$ cat src/rtl/cosel_pkg.sv
package cosel_pkg;

   // Classification of the two write strobes in one cycle.
   typedef enum logic [1:0] {
      WR_IDLE     = 2'b00,
      WR_SET      = 2'b01,
      WR_CLR      = 2'b10,
      WR_CONFLICT = 2'b11
   } wr_op_e;

   function automatic wr_op_e classify_strobes(input logic set_stb, input logic clr_stb);
      wr_op_e op;
      unique case ({clr_stb, set_stb})
         2'b01:   op = WR_SET;
         2'b10:   op = WR_CLR;
         2'b11:   op = WR_CONFLICT;
         default: op = WR_IDLE;
      endcase
      return op;
   endfunction

endpackage

$ cat src/rtl/cosel_group_dec.sv
// Decodes one group of selection lines: reports a hit only when exactly
// one line is high, and gives the position of that line.
module cosel_group_dec #(
   parameter int W = 4,
   localparam int IW = (W > 1) ? $clog2(W) : 1
) (
   input  logic [W-1:0]  lines,
   output logic          hit,
   output logic [IW-1:0] idx
);
   localparam int CW = $clog2(W + 1);

   generate
      if (W < 2) begin : g_bad_width
         initial $error("cosel_group_dec: group width must be at least 2");
      end
   endgenerate

   logic [CW-1:0] hot_cnt;

   always_comb begin
      hot_cnt = '0;
      idx     = '0;
      for (int i = 0; i < W; i++) begin
         if (lines[i]) begin
            hot_cnt = hot_cnt + CW'(1);
            idx     = IW'(i);
         end
      end
   end

   assign hit = (hot_cnt == CW'(1));

   // a hit always points at a line that is actually high
   always_comb begin
      a_r1_hit_points_high: assert (!hit || lines[idx]);
   end

endmodule

$ cat src/rtl/cosel_cell_store.sv
// Bit-per-cell storage with separate store-one and store-zero strobes.
module cosel_cell_store
   import cosel_pkg::*;
#(
   parameter int CELLS = 16,
   localparam int CIW = (CELLS > 1) ? $clog2(CELLS) : 1
) (
   input  logic           clk,
   input  logic           rst_n,
   input  logic           sel_ok,
   input  logic           set_stb,
   input  logic           clr_stb,
   input  logic [CIW-1:0] cell_idx,
   output logic           rd_bit
);
   generate
      if (CELLS < 4) begin : g_bad_cells
         initial $error("cosel_cell_store: at least 4 cells required");
      end
   endgenerate

   logic [CELLS-1:0] mem;
   wr_op_e           op;

   assign op = classify_strobes(set_stb, clr_stb);

   always_ff @(posedge clk or negedge rst_n) begin
      if (!rst_n) begin
         mem <= '0;
      end else if (sel_ok) begin
         case (op)
            WR_SET:  mem[cell_idx] <= 1'b1;
            WR_CLR:  mem[cell_idx] <= 1'b0;
            default: ;
         endcase
      end
   end

   assign rd_bit = sel_ok ? mem[cell_idx] : 1'b0;

   // store-one writes a 1 into the chosen cell
   a_r2_set_stores: assert property (@(posedge clk) disable iff (!rst_n)
      (sel_ok && set_stb && !clr_stb) |=> mem[$past(cell_idx)]);

   // store-zero writes a 0 into the chosen cell
   a_r3_clr_stores: assert property (@(posedge clk) disable iff (!rst_n)
      (sel_ok && clr_stb && !set_stb) |=> !mem[$past(cell_idx)]);

   // both strobes together leave the array untouched
   a_r4_conflict_hold: assert property (@(posedge clk) disable iff (!rst_n)
      (set_stb && clr_stb) |=> $stable(mem));

   // no valid selection, no change
   a_r7_nosel_hold: assert property (@(posedge clk) disable iff (!rst_n)
      (!sel_ok) |=> $stable(mem));

   // idle strobes retain everything
   a_r8_idle_hold: assert property (@(posedge clk) disable iff (!rst_n)
      (!set_stb && !clr_stb) |=> $stable(mem));

endmodule

$ cat src/rtl/cosel_sense_drv.sv
// Open-collector style sense pair: pull-down enable plus resolved level.
module cosel_sense_drv (
   input  logic sel_ok,
   input  logic bit_val,
   output logic one_oe,
   output logic one_lvl,
   output logic zero_oe,
   output logic zero_lvl
);
   assign one_oe   = sel_ok &  bit_val;
   assign zero_oe  = sel_ok & ~bit_val;
   // released line floats to the pulled-up high level
   assign one_lvl  = ~one_oe;
   assign zero_lvl = ~zero_oe;
endmodule

$ cat src/rtl/cosel_bitpad.sv
module cosel_bitpad #(
   parameter int LO_W = 4,
   parameter int HI_W = 4
) (
   input  logic                 clk,
   input  logic                 rst_n,
   input  logic [HI_W+LO_W-1:0] sel_lines,
   input  logic                 wr_one,
   input  logic                 wr_zero,
   output logic                 sense_one_oe,
   output logic                 sense_one_n,
   output logic                 sense_zero_oe,
   output logic                 sense_zero_n
);
   localparam int CELLS = LO_W * HI_W;
   localparam int CIW   = $clog2(CELLS);
   localparam int LIW   = $clog2(LO_W);
   localparam int HIW   = $clog2(HI_W);

   generate
      if (LO_W < 2 || HI_W < 2) begin : g_bad_groups
         initial $error("cosel_bitpad: each group needs at least 2 lines");
      end
   endgenerate

   logic           lo_hit, hi_hit, sel_ok, rd_bit;
   logic [LIW-1:0] lo_idx;
   logic [HIW-1:0] hi_idx;
   logic [CIW-1:0] cell_idx;

   cosel_group_dec #(.W(LO_W)) u_lo_dec (
      .lines (sel_lines[LO_W-1:0]),
      .hit   (lo_hit),
      .idx   (lo_idx)
   );

   cosel_group_dec #(.W(HI_W)) u_hi_dec (
      .lines (sel_lines[HI_W+LO_W-1:LO_W]),
      .hit   (hi_hit),
      .idx   (hi_idx)
   );

   assign sel_ok   = lo_hit & hi_hit;
   assign cell_idx = CIW'(hi_idx) * CIW'(LO_W) + CIW'(lo_idx);

   cosel_cell_store #(.CELLS(CELLS)) u_store (
      .clk      (clk),
      .rst_n    (rst_n),
      .sel_ok   (sel_ok),
      .set_stb  (wr_one),
      .clr_stb  (wr_zero),
      .cell_idx (cell_idx),
      .rd_bit   (rd_bit)
   );

   cosel_sense_drv u_sense (
      .sel_ok   (sel_ok),
      .bit_val  (rd_bit),
      .one_oe   (sense_one_oe),
      .one_lvl  (sense_one_n),
      .zero_oe  (sense_zero_oe),
      .zero_lvl (sense_zero_n)
   );

   // parked selection releases both lines
   a_r6_idle_release: assert property (@(posedge clk) disable iff (!rst_n)
      (sel_lines == '0) |-> (!sense_one_oe && !sense_zero_oe && sense_one_n && sense_zero_n));

   // an invalid selection releases both lines
   a_r7_bad_release: assert property (@(posedge clk) disable iff (!rst_n)
      (!sel_ok) |-> (!sense_one_oe && !sense_zero_oe));

   // a valid selection always pulls exactly one line
   a_r5_one_line_driven: assert property (@(posedge clk) disable iff (!rst_n)
      sel_ok |-> (sense_one_oe != sense_zero_oe));

   // a store-one is visible next cycle at an unchanged selection
   a_r10_set_visible: assert property (@(posedge clk) disable iff (!rst_n)
      (sel_ok && wr_one && !wr_zero) |=> (!$stable(sel_lines) || (sense_one_oe && !sense_one_n)));

   // a store-zero is visible next cycle at an unchanged selection
   a_r10_clr_visible: assert property (@(posedge clk) disable iff (!rst_n)
      (sel_ok && wr_zero && !wr_one) |=> (!$stable(sel_lines) || (sense_zero_oe && !sense_zero_n)));

endmodule

$ cat config.mk
export PLATFORM = sky130hd
export DESIGN_NAME = cosel_bitpad
export DESIGN_NICKNAME = d
export VERILOG_FILES = /design/src/rtl/cosel_pkg.sv /design/src/rtl/cosel_group_dec.sv /design/src/rtl/cosel_cell_store.sv /design/src/rtl/cosel_sense_drv.sv /design/src/rtl/cosel_bitpad.sv
export SDC_FILE = /design/constraint.sdc
export NUM_CORES = 1
export LEC_CHECK = 0
export BUFFER_PORTS_ARGS = -buffer_cell sky130_fd_sc_hd__buf_2
export CORE_MARGIN = 1
export CORE_UTILIZATION = 30
export CTS_BUF_LIST = sky130_fd_sc_hd__clkbuf_4 sky130_fd_sc_hd__clkbuf_8
export CTS_CLUSTER_SIZE = 16
export DETAILED_ROUTE_END_ITERATION = 10
export PLACE_DENSITY_LB_ADDON = 0.15
export RECOVER_POWER = 100
export SLEW_MARGIN = 10
export SYNTH_ARGS = -nofsm -noshare
export SYNTH_HDL_FRONTEND = slang
export SYNTH_SLANG_ARGS = --single-unit
$ cat constraint.sdc
create_clock -name clk -period 4 [get_ports clk]
set_clock_uncertainty 0.1 [all_clocks]
set_input_delay 0.6 -clock clk [delete_from_list [all_inputs] [get_ports clk]]
set_output_delay 0.6 -clock clk [all_outputs]
set_load 0.005 [all_outputs]
== Word-level counts from Yosys, hierarchy flattened ==
Cells that the tools add are included.

* Bits in registers: 16
* Input bits: 12
* Output and inout port bits: 4
* Logic and storage cells: 50

* Add/subtract/negate cells: 7
* Order comparisons: 2
* Equal/unequal tests: 7
* Multiplexer cells: 21
* Bitwise logic cells: 9
* Reduce and logical (&&, ||, !) cells: 3

{| class="wikitable"
|+ Operator list
! kind !! number
|-
| 16-bit case mux with 2 select lines || 1
|-
| 3-bit two-way mux || 6
|-
| 16-bit bitwise AND || 1
|-
| 16-bit inverter || 1
|-
| 16-bit OR || 1
|-
| 3-bit by 1-bit adder with 3-bit output, second input constant || 4
|-
| 2-bit two-way mux || 4
|-
| 1-bit two-way mux || 7
|-
| 2-bit == test, second input constant || 3
|-
| 3-bit by 1-bit == test with 1-bit output, second input constant || 2
|-
| 2-bit case mux with 3 select lines || 1
|-
| 4-bit by 5-bit < comparator with 1-bit output, second input constant || 1
|-
| 1-bit by 1-bit adder with 2-bit output, second input constant || 2
|-
| 4-bit by 2-bit adder with 4-bit output || 1
|-
| 1-bit binary-select mux with 4-bit select || 1
|-
| 1-bit demux with 4-bit select || 1
|-
| 2-bit by 1-bit == test with 1-bit output, second input constant || 2
|-
| 4-bit by 1-bit >= comparator with 1-bit output, second input constant || 1
|-
| 1-bit bitwise AND || 3
|-
| 1-bit inverter || 3
|-
| 2-bit AND reduction || 1
|-
| 2-bit nonzero test || 1
|-
| 1-bit logical AND || 1
|}

== Longest topological paths before layout ==
* Depth after elaboration: 13
* Depth in mapped cells: 11

== Modules after synthesis ==
A second synthesis with hierarchy kept.

* Cell total of the unflattened synthesis: 122
* Area total of the unflattened synthesis: 1148.6 um2

{| class="wikitable"
|+ By module, submodules not included
! module !! instances !! cells an instance !! area each (um2) !! sequential area each (um2)
|-
| cosel_cell_store || 1 || 87 || 884.6 || 400.4
|-
| cosel_group_dec || 2 || 15 || 117.6 || 0.0
|-
| cosel_sense_drv || 1 || 4 || 22.5 || 0.0
|-
| cosel_bitpad || 1 || 1 || 6.3 || 0.0
|}

== Worst setup path before layout ==
OpenSTA, ideal clock, no wires.

* Kind: input -> output
* Start: input sel_lines[1]
* End: output sense_zero_n
* Arrival time: 2.802 ns
* Slack: 0.498 ns
* Stages: 10
* Path buffers: 1
* Cell sequence: clkbuf_1 > inv_1 > ha_1 > xor2_1 > ha_1 > nor3b_1 > a311oi_1 > a21oi_1 > nand2_1 > or2_2

* Word-level cells in the longest chain between the ends: 11
* Elaborated cells on any way between the ends: 17

{| class="wikitable"
|+ Ends and longest elaborated chain
! what !! line !! RTL
|-
| start: declaration || cosel_bitpad.sv:7 || <nowiki>input logic [HI_W+LO_W-1:0] sel_lines,</nowiki>
|-
| 3-bit two-way mux || cosel_group_dec.sv:25 || <nowiki>if (lines[i]) begin</nowiki>
|-
| 3-bit by 1-bit adder with 3-bit output || cosel_group_dec.sv:26 || <nowiki>hot_cnt = hot_cnt + CW'(1);</nowiki>
|-
| 3-bit two-way mux || cosel_group_dec.sv:25 ||
|-
| 3-bit by 1-bit adder with 3-bit output || cosel_group_dec.sv:26 ||
|-
| 3-bit two-way mux || cosel_group_dec.sv:25 ||
|-
| 3-bit by 1-bit == test with 1-bit output || cosel_group_dec.sv:32 || <nowiki>assign hit = (hot_cnt == CW'(1));</nowiki>
|-
| 1-bit bitwise AND || cosel_bitpad.sv:43 || <nowiki>assign sel_ok = lo_hit & hi_hit;</nowiki>
|-
| 1-bit two-way mux || cosel_cell_store.sv:39 || <nowiki>assign rd_bit = sel_ok ? mem[cell_idx] : 1'b0;</nowiki>
|-
| 1-bit inverter || cosel_sense_drv.sv:11 || <nowiki>assign zero_oe = sel_ok & ~bit_val;</nowiki>
|-
| 1-bit bitwise AND (*) || cosel_sense_drv.sv:11 ||
|-
| 1-bit inverter (*) || cosel_sense_drv.sv:14 || <nowiki>assign zero_lvl = ~zero_oe;</nowiki>
|-
| end: declaration || cosel_bitpad.sv:13 || <nowiki>output logic sense_zero_n</nowiki>
|}

Every way passes the cells marked *; elsewhere a longest branch is shown, timed or not. The select of a mux whose other input is x is not followed.

== Worst setup path in the final report ==
Same ends and word-level chain as after synthesis.

==> metrics.log <==
[metrics] total power after layout: 437.4 µW
[metrics] Routed Wire Length: 2896 µm
[metrics] # port buffers: 15
[metrics] leading cell types in the layout, fill and taps excluded: 25 x sky130_fd_sc_hd__inv_1, 18 x sky130_fd_sc_hd__mux2i_1, 16 x sky130_fd_sc_hd__dfrtp_1, 15 x sky130_fd_sc_hd__nand3_1
[metrics] run status: finished clean
[metrics] number of max-slew violations in the final report: 0
[metrics] count of antenna-violating nets left after detailed routing: 0
[metrics] synthesized area per cell: 8.363 µm²
[metrics] Least-Margin Pin Slew: 839.3 ps
[metrics] Crit Path Max Fanout: 10
[metrics] most common cell after layout, fill and taps aside: sky130_fd_sc_hd__inv_1
[metrics] number of cells after detailed placement: 213
[metrics] area overhead of the layout relative to synthesis: 11.10%
[metrics] count of hold-fix buffers inserted at cts: 0
[metrics] final clock period utilization by the worst path: 0.8403
[metrics] overall overflow remaining after global route: 0
[metrics] wire length of the first global-routing pass: 4830 µm
[metrics] number of global-route vias before repair: 1081
[metrics] crit path time final: 3361 ps
[metrics] n_diodes: 0
[metrics] maximum ir drop on the vdd rail: 0.00009192 V
[metrics] total vias in the final route: 1082
[metrics] path type of the worst min-delay path: input port to asynchronous set/reset pin
[metrics] crit path kind: input port to output pin
[metrics] global-route total usage across every layer: 0.1415
[metrics] count of warnings emitted by yosys: 0
[metrics] DRC violations left: 0
[metrics] total I/O pin count: 16
[metrics] required time at the worst-slack endpoint: 3300 ps
[metrics] number of resized instances in the post-cts repair step: 0
[metrics] setup repair after global routing missed its margin: false
[metrics] Yosys cell types: 33
[metrics] standby leakage power: between 0.7 and 0.8 nW
[metrics] number of optimization iterations in the first detailed-route pass: 4
[metrics] Layout fillers: approximately 440
[metrics] maximum number of pins on one net before global-route repair: 18
[metrics] WL/cell: 13.35 µm
[metrics] number of H-tree branching levels: 1
[metrics] Critical Path AT: 2660 ps
[metrics] Core Box Area: 0.004086 mm²
[metrics] Synthesized Nets: 174
[metrics] launching element type of the critical path: input port
[metrics] post-layout net count: ~190
[metrics] setup violators final: 0
[metrics] most area-hungry cell type in the Yosys netlist: sky130_fd_sc_hd__dfrtp_1
[metrics] slew margin rel.: 0.4405
[metrics] count of buffers added by post-CTS timing repair for setup: 0
[metrics] kind of capture point of the worst setup path: output pin
[metrics] cells taking the most area after synthesis: sky130_fd_sc_hd__dfrtp_1 31%, sky130_fd_sc_hd__mux2i_1 14%, sky130_fd_sc_hd__inv_1 7.2%, sky130_fd_sc_hd__ha_1 6.8%, sky130_fd_sc_hd__nand3_1 5.8%
[metrics] clk buf depth: 2
[metrics] cts bufs inserted: 3
[metrics] cell count after synthesis: 155
[metrics] area used by multi-input combinational logic: 743.2 µm²
[metrics] source-to-sink clock delay at the later pin of the worst-skew pair: 250 ps
[metrics] fmax: 297.5 MHz
[metrics] final hold violation count: 0
[metrics] number of flip-flops and latches in the synthesized netlist: 16
[metrics] Finished Layout Cells: 217
[metrics] HPWL after DPL: 2237 µm
[metrics] pwr dens: 303.7 mW/mm²
[metrics] total die area: 0.004587 mm²
[metrics] sequential share of the synthesized area: 0.3089
[metrics] CTS tree: built
[metrics] Avg Vias per Cell: 4.986
[metrics] Netlist Area Pre-Place: 0.001296 mm²
[metrics] cell row count: 23
[metrics] sinks on the clock net: 16
[metrics] Starting Density: 0.3172
[metrics] Clock Tree Root: sky130_fd_sc_hd__clkbuf_8
[metrics] proportion of netlist area held by the largest area contributor: 0.3089
[metrics] flip-flop and latch area: 400.4 µm²
[metrics] Die Y: roughly 68 µm
[metrics] proportion of layout cells with a drive suffix above 1: 0.1138
[metrics] antenna violations before repair: 0
[metrics] setup TNS after final layout: 0 ps
[metrics] Worst-path clk slew: 70 ps
[metrics] die boundary width: between 60 and 70 µm
[metrics] drt first-iter violations: 51
[metrics] max-cap violation count: 0
[metrics] final weighted congestion of routability-driven global placement: 0.8233
## per-stage QoR
| step | cell area [µm²] | hold slack (ps) | util | setup WS, ps |
|---|---|---|---|---|
| finish | 1440 | 320.1 | 0.3524 | 639.0 |
| global route | 1440 | 419.8 | 0.3524 | 448.6 |
| CTS | 1445 | 164.3 | 0.3536 | 629.0 |
| detailed placement | 1390 | 417.3 | 0.3402 | 631.3 |
| global placement | 1390 | 412.5 | 0.3402 | 648.9 |
| floorplan | 1296 | 204.4 | - | 497.5 |
## power breakdown
part / internal (mW) / switching, mW
combinational: 0.0425 / 0.0714
sequential: 0.172 / 0.00460
clock: 0.0875 / 0.0592
## critical path: stages
cell and delay, ps:
sky130_fd_sc_hd__buf_2 190, sky130_fd_sc_hd__inv_1 80, sky130_fd_sc_hd__ha_1 340, sky130_fd_sc_hd__xor2_1 190
sky130_fd_sc_hd__ha_1 320, sky130_fd_sc_hd__nor3b_1 180, sky130_fd_sc_hd__a311oi_1 70, sky130_fd_sc_hd__a21oi_1 170
sky130_fd_sc_hd__nand2_1 100, sky130_fd_sc_hd__or2_2 300, sky130_fd_sc_hd__buf_2 130
## routing by layer
metal	track usage	wire [µm]	vias to the layer above
li1	-	-	552
met1	0.1697	1374	498
met2	0.2438	1337	25
met3	0.03209	123	7
met4	0.05053	61	0
met5	0	0	-
## final timing paths
| path | from | to | slack (ps) | cells after the start |
|---|---|---|---|---|
| worst max-delay path | sel_lines[1] | sense_zero_n | 640 | 11 |
| worst min-delay path | rst_n | asynchronous set/reset pin | 320 | 1 |
| worst max register to register | flip-flop | flip-flop | 3250 | 2 |
| worst min register to register | flip-flop | flip-flop | 420 | 2 |
| max in group asynchronous | rst_n | asynchronous set/reset pin | 2960 | 1 |
| min in group clk | flip-flop | flip-flop | 420 | 2 |
## cells by family after synthesis
kind of cell / synth area share
simple gates: 0.2423
buf+inv: 0.1177
mux: 0.1390
compound gates: 0.09750
flops: 0.3089
fa+ha+maj: 0.06756
xor+xnor: 0.02702
## synth_stat cells
| library cell | instances |
|---|---|
| sky130_fd_sc_hd__o22ai_1 | 2 |
| sky130_fd_sc_hd__mux2i_1 | 18 |
| sky130_fd_sc_hd__xor2_1 | 4 |
| sky130_fd_sc_hd__o211ai_1 | 1 |
| sky130_fd_sc_hd__nand2b_1 | 4 |
| sky130_fd_sc_hd__buf_6 | 2 |
| sky130_fd_sc_hd__ha_1 | 7 |
| sky130_fd_sc_hd__nand2_1 | 10 |
| sky130_fd_sc_hd__a311oi_1 | 2 |
| sky130_fd_sc_hd__nand3_1 | 15 |
| sky130_fd_sc_hd__nor4_4 | 1 |
| sky130_fd_sc_hd__nor2b_1 | 2 |
| sky130_fd_sc_hd__or2_2 | 1 |
| sky130_fd_sc_hd__nor2_1 | 11 |
| sky130_fd_sc_hd__nor3_1 | 8 |
| sky130_fd_sc_hd__buf_2 | 1 |
| sky130_fd_sc_hd__clkbuf_1 | 3 |
| sky130_fd_sc_hd__dfrtp_1 | 16 |
| sky130_fd_sc_hd__nor3b_1 | 2 |
| sky130_fd_sc_hd__nand4b_1 | 3 |
| sky130_fd_sc_hd__a2bb2oi_1 | 2 |
| sky130_fd_sc_hd__clkbuf_2 | 1 |
| sky130_fd_sc_hd__inv_1 | 25 |
| sky130_fd_sc_hd__a21oi_1 | 2 |
| sky130_fd_sc_hd__o21ai_0 | 1 |
| sky130_fd_sc_hd__o221ai_1 | 1 |
| sky130_fd_sc_hd__or4_1 | 1 |
| sky130_fd_sc_hd__a31oi_1 | 2 |
| sky130_fd_sc_hd__o21a_1 | 1 |
| sky130_fd_sc_hd__a211oi_1 | 1 |
| sky130_fd_sc_hd__buf_4 | 2 |
| sky130_fd_sc_hd__nand4_1 | 1 |
| sky130_fd_sc_hd__o211a_1 | 2 |
## area by class of cell
class                   instances  share of cell area
clock buffers                   4             0.03823
inverters                      25             0.06516
multi-input cells             105              0.5161
flip-flops and latches         16              0.2780
well taps                      50             0.04344
repair buffers                 17             0.05908
Note: power is estimated with default switching activity, not from simulation.
